==> src/rtl/vid_trs_pkg.sv <==
package vid_trs_pkg;

    // Bytes in a preamble before the status byte.
    localparam int TRS_PRE_LEN = 3;

    typedef struct packed {
        logic fld;   // field flag
        logic vbl;   // vertical blanking flag
        logic eav;   // 1: end of active video, 0: start
    } trs_flags_t;

    typedef struct packed {
        logic active;
        logic vbl;
        logic fld;
        logic line_start;
        logic anc_start;
    } trs_state_t;

endpackage

==> src/rtl/trs_detect.sv <==
module trs_detect
    import vid_trs_pkg::*;
#(
    parameter int DATA_W = 8
) (
    input  logic [TRS_PRE_LEN-1:0][DATA_W-1:0] hist,   // [0] is the newest byte
    input  logic [DATA_W-1:0]                  din,
    output logic                               trs_hit,
    output logic                               anc_hit,
    output trs_flags_t                         flags
);

    localparam logic [DATA_W-1:0] ALL_ONES  = '1;
    localparam logic [DATA_W-1:0] ALL_ZEROS = '0;

    logic [TRS_PRE_LEN-1:0] pre_ok;

    // The oldest byte of the window must be all ones; the others must be zero.
    generate
        for (genvar i = 0; i < TRS_PRE_LEN; i++) begin : g_pre
            if (i == TRS_PRE_LEN - 1) begin : g_ones
                assign pre_ok[i] = (hist[i] == ALL_ONES);
            end else begin : g_zero
                assign pre_ok[i] = (hist[i] == ALL_ZEROS);
            end
        end
    endgenerate

    assign trs_hit   = (&pre_ok) && din[DATA_W-1];
    assign anc_hit   = (hist[1] == ALL_ZEROS) && (hist[0] == ALL_ONES) && (din == ALL_ONES);
    assign flags.fld = din[DATA_W-2];
    assign flags.vbl = din[DATA_W-3];
    assign flags.eav = din[DATA_W-4];

endmodule

==> src/rtl/trs_delay_line.sv <==
module trs_delay_line
    import vid_trs_pkg::*;
#(
    parameter int DATA_W = 8,
    parameter int DEPTH  = TRS_PRE_LEN + 1
) (
    input  logic                               clk,
    input  logic                               rst_n,
    input  logic [DATA_W-1:0]                  in_data,
    input  logic                               in_tag,
    input  logic                               clr_pre,
    output logic [DATA_W-1:0]                  out_data,
    output logic                               out_tag,
    output logic [TRS_PRE_LEN-1:0][DATA_W-1:0] hist
);

    typedef struct packed {
        logic [DATA_W-1:0] data;
        logic              tag;
    } stage_t;

    stage_t [DEPTH-1:0] st_d, st_q;

    always_comb begin
        st_d[0].data = in_data;
        st_d[0].tag  = in_tag;
        for (int i = 1; i < DEPTH; i++) begin
            st_d[i] = st_q[i-1];
            // Bytes just confirmed as a preamble lose their picture mark.
            if (clr_pre && (i <= TRS_PRE_LEN)) begin
                st_d[i].tag = 1'b0;
            end
        end
    end

    always_ff @(posedge clk or negedge rst_n) begin
        if (!rst_n) begin
            st_q <= '0;
        end else begin
            st_q <= st_d;
        end
    end

    generate
        for (genvar i = 0; i < TRS_PRE_LEN; i++) begin : g_hist
            assign hist[i] = st_q[i].data;
        end
    endgenerate

    assign out_data = st_q[DEPTH-1].data;
    assign out_tag  = st_q[DEPTH-1].tag;

endmodule

==> src/rtl/vid_trs_decoder.sv <==
module vid_trs_decoder
    import vid_trs_pkg::*;
#(
    parameter int DATA_W = 8
) (
    input  logic              clk,
    input  logic              rst_n,
    input  logic [DATA_W-1:0] din,
    output logic [DATA_W-1:0] vid_data,
    output logic              vid_valid,
    output logic              blank,
    output logic              vblank,
    output logic              field,
    output logic              line_start,
    output logic              anc_start
);

    localparam int PIPE_DEPTH = TRS_PRE_LEN + 1;

    logic [TRS_PRE_LEN-1:0][DATA_W-1:0] hist;
    logic       trs_hit;
    logic       anc_hit;
    trs_flags_t flags;
    trs_state_t st_d, st_q;

    trs_detect #(.DATA_W(DATA_W)) detect_i (
        .hist    (hist),
        .din     (din),
        .trs_hit (trs_hit),
        .anc_hit (anc_hit),
        .flags   (flags)
    );

    trs_delay_line #(.DATA_W(DATA_W), .DEPTH(PIPE_DEPTH)) delay_i (
        .clk      (clk),
        .rst_n    (rst_n),
        .in_data  (din),
        .in_tag   (st_q.active && !trs_hit),
        .clr_pre  (trs_hit),
        .out_data (vid_data),
        .out_tag  (vid_valid),
        .hist     (hist)
    );

    always_comb begin
        st_d            = st_q;
        st_d.line_start = 1'b0;
        st_d.anc_start  = anc_hit;
        if (trs_hit) begin
            st_d.fld        = flags.fld;
            st_d.vbl        = flags.vbl;
            st_d.active     = !flags.eav && !flags.vbl;
            st_d.line_start = flags.eav;
        end
    end

    always_ff @(posedge clk or negedge rst_n) begin
        if (!rst_n) begin
            st_q <= '{active: 1'b0, vbl: 1'b1, fld: 1'b0, line_start: 1'b0, anc_start: 1'b0};
        end else begin
            st_q <= st_d;
        end
    end

    assign blank      = !st_q.active;
    assign vblank     = st_q.vbl;
    assign field      = st_q.fld;
    assign line_start = st_q.line_start;
    assign anc_start  = st_q.anc_start;

endmodule

==> config.mk <==
export PLATFORM = sky130hd
export DESIGN_NAME = vid_trs_decoder
export DESIGN_NICKNAME = d
export VERILOG_FILES = /design/src/rtl/vid_trs_pkg.sv /design/src/rtl/trs_detect.sv /design/src/rtl/trs_delay_line.sv /design/src/rtl/vid_trs_decoder.sv
export SDC_FILE = /design/constraint.sdc
export NUM_CORES = 1
export LEC_CHECK = 0
export ABC_AREA = 1
export ABC_CLOCK_PERIOD_IN_PS = 1100
export BUFFER_PORTS_ARGS = -buffer_cell sky130_fd_sc_hd__buf_2
export CAP_MARGIN = 20
export CORE_MARGIN = 5
export CORE_UTILIZATION = 30
export CTS_CLUSTER_SIZE = 10
export DETAILED_ROUTE_END_ITERATION = 12
export PLACE_DENSITY = 0.61
export SKIP_CTS_REPAIR_TIMING = 1
export SLEW_MARGIN = 20
export SYNTH_ARGS = -nofsm -noshare
export SYNTH_HDL_FRONTEND = slang
export SYNTH_SLANG_ARGS = --single-unit
==> constraint.sdc <==
create_clock -name clk -period 1.1 [get_ports clk]
set_input_delay 0.11 -clock clk [delete_from_list [all_inputs] [get_ports clk]]
set_output_delay 0.11 -clock clk [all_outputs]
set_load 0.05 [all_outputs]
==> impl_results.md <==
* GP Congestion at 0.761
* Number of routed nets with antenna violations at 0
* Initial antenna violation count at 0
* WL per Instance at 10.8 um
* Hold Crit Class: input pin to asynchronous set/reset pin
* DIE WIDTH at 77.2 um
* Max-cap viol count at 0
* Hold WS at 0.208 ns
* Root buffer cell: clkbuf_8
* Number of global-route vias before repair at 841
* Min cycle time layout at approximately 1.1 ns
* Net Sw Power at 0.622 mW
* WL final at between 2000 and 2500 um
* Power Total at about 2.8 mW
* Vias post-DR at 817
* Max_slew headroom at 0.832
* # setup viols final at 8
* PD cells at between 1500 and 2000 nW/um^2
* Fin Clk Skew at 0.00327 ns
* Status: complete, but fails checks
* Critical path type: register to register
* GRT Total Usage at 0.0870
* Area growth, synth to finish at 29.1%
* Clk network pwr share at 0.366
* CP required at 1.29 ns
* Largest net degree at the start of global routing at 25
* Top post-synthesis cells by area: dfrtp_1 (74%), nand2_1 (5.5%), inv_1 (5.0%)
* Slew Viols, Final at 0
* Mean Syn Cell Area at ~12 um^2
* CP endpoint kind: register
* Post-synth top area share at 0.739
* Power Internal at about 2.2 mW
* IO buf count at 23
* CTS Buffer Depth at 2
* DP Wirelength at around 1700 um
* Io pins at 24
* Post-route worst setup slack at -0.0346 ns
* Fin. Hold Viols at 0
* Combinational Power Share at 0.069
* CTS buffer count at 5
* Synth unique cells at 11
* Grt ovf at 0
* Layout cells sized above 1 at 0.301
* Pleak at 0.894 nW
* Cell row count at 24
* Die area at 5960 um^2
* Core region area at 4350 um^2
* Post-Synthesis Cell Area at 1360 um^2
* Arrival @ worst endpoint at 1.32 ns
* Gate Count Post-Synth at 114
* Net Count, Synth at 124
* Achievable frequency at 881 MHz
* Non-filler instance count after layout at 205
* Htree depth at 2
* Worst-path fanout max at 5
* Initial Util at 0.311
* # clock sinks at 41
* CTS tree: yes
* Worst-Margin Slew at approximately 0.25 ns
* First-pass GRT wire length at between 3000 and 4000 um
* Synth area leader: dfrtp_1
* Ant diodes at 0
* Reg power frac at 0.565
* Worst ir drop on vdd at 0.592 mV
* Placed cell count at around 190
* Yosys warns at 0
* Fillcell total at about 420
* Drc violations at 0
* Initial drt markers at 27
* Max FFs per register at 24
* Unrepaired setup endpoints after global routing: yes
* Failing checks: negative setup slack
* Die height at around 77 um
* Layout Nets at 162
* Post-synthesis register bit count at 41
* Drt via density at 3.99
* Register area share after synthesis at 0.758
* 1st-pass router iterations at 3
* Final period utilization at 1.03
* Startpoint types: register
* CTS clk-pin slew, worst paths at 0.07 ns
* Worst-skew pair later-pin latency at 0.29 ns
* Switching fraction of total power at 0.220
[routing by layer]
metal | vias up | track usage | wire, um | share of wire
li1 | 404 | - | - | -
met1 | 383 | 0.0975 | 874 | 0.39
met2 | 24 | 0.122 | 1060 | 0.48
met3 | 6 | 0.0504 | 205 | 0.092
met4 | 0 | 0.0619 | 80 | 0.036
met5 | - | 0 | 0 | 0
[power by group through the flow]
stage,Sequential [mW],Clock (mW),Combinational [mW]
after global routing,1.60,1.14,0.215
final,1.60,1.04,0.194
after global placement,1.62,0,0.168
after detailed placement,1.63,0,0.173
after CTS,1.60,1.08,0.174
after floorplan,1.62,0,0.101
[synthesized netlist by cell type (all sizes together)]
master / count
buf: 8
dfrtp: 40
dfstp: 1
inv: 19
nand2: 22
nand3: 3
nand4: 4
nor2: 17
[final timing paths]
path                                             from                    endpoint  slack [ns]  cells past startpoint
max                         delay_i.hist[8]$_DFF_PN0_  delay_i.st_q[18]$_DFF_PN0_       -0.03                      8
min                                             rst_n  delay_i.hist[20]$_DFF_PN0_        0.21                      2
max reg2reg                 delay_i.hist[8]$_DFF_PN0_  delay_i.st_q[18]$_DFF_PN0_       -0.03                      8
min reg2reg                delay_i.hist[11]$_DFF_PN0_  delay_i.hist[19]$_DFF_PN0_        0.38                      0
max in group asynchronous                       rst_n          vblank$_DFFE_PN1P_        0.41                      3
min in group clk                               din[7]         anc_start$_DFF_PN0_        0.21                      5
[cell usage in the layout (no fill, tap or decap)]
cell type and instances:
buf_12 1, buf_2 21, buf_4 7, buf_8 1
clkbuf_8 7, clkinv_2 1, dfrtp_1 40, dfstp_2 1
dlygate4sd3_1 9, inv_1 18, inv_2 1, nand2_1 20
nand2_2 2, nand3_1 3, nand4_1 4, nor2_1 13
nor2_2 4
[metrics by stage]
stage           util  cell area [um^2]  setup slack, ns   TNS, ns
6_report       0.402              1750          -0.0346    -0.197
3_3_place_gp   0.354              1540         -0.00855  -0.00920
2_1_floorplan      -              1360           0.0288         0
4_1_cts        0.377              1640           -0.107    -0.522
5_1_grt        0.402              1750           -0.168     -1.30
3_5_place_dp   0.354              1540          -0.0610    -0.326
[critical path, stage by stage (launching register included)]
cell and delay (ns):
dfrtp_1 0.38, inv_1 0.06, nand2_1 0.05, nor2_1 0.11
nand2_1 0.09, nor2_2 0.12, nand2_2 0.10, inv_2 0.08
nor2_1 0.04
[layout make-up]
class                           instances  area, um^2  share of cell area
Sequential cell                        41        1030               0.587
Multi-Input combinational cell         46         201               0.115
Clock inverter                          1        5.00             0.00286
Clock buffer                            7        96.3              0.0551
Timing Repair Buffer                   39         283               0.162
Inverter                               19        71.3              0.0408
Tap cell                               52        65.1              0.0372
[kinds of logic (layout without fill, tap and decap cells)]
family | Yosys count | after routing | synth area share
buffers and inverters | 27 | 66 | 0.0969
DFF | 41 | 41 | 0.758
and+or+nand+nor | 46 | 46 | 0.145
Power figures use the tool's default switching activity.
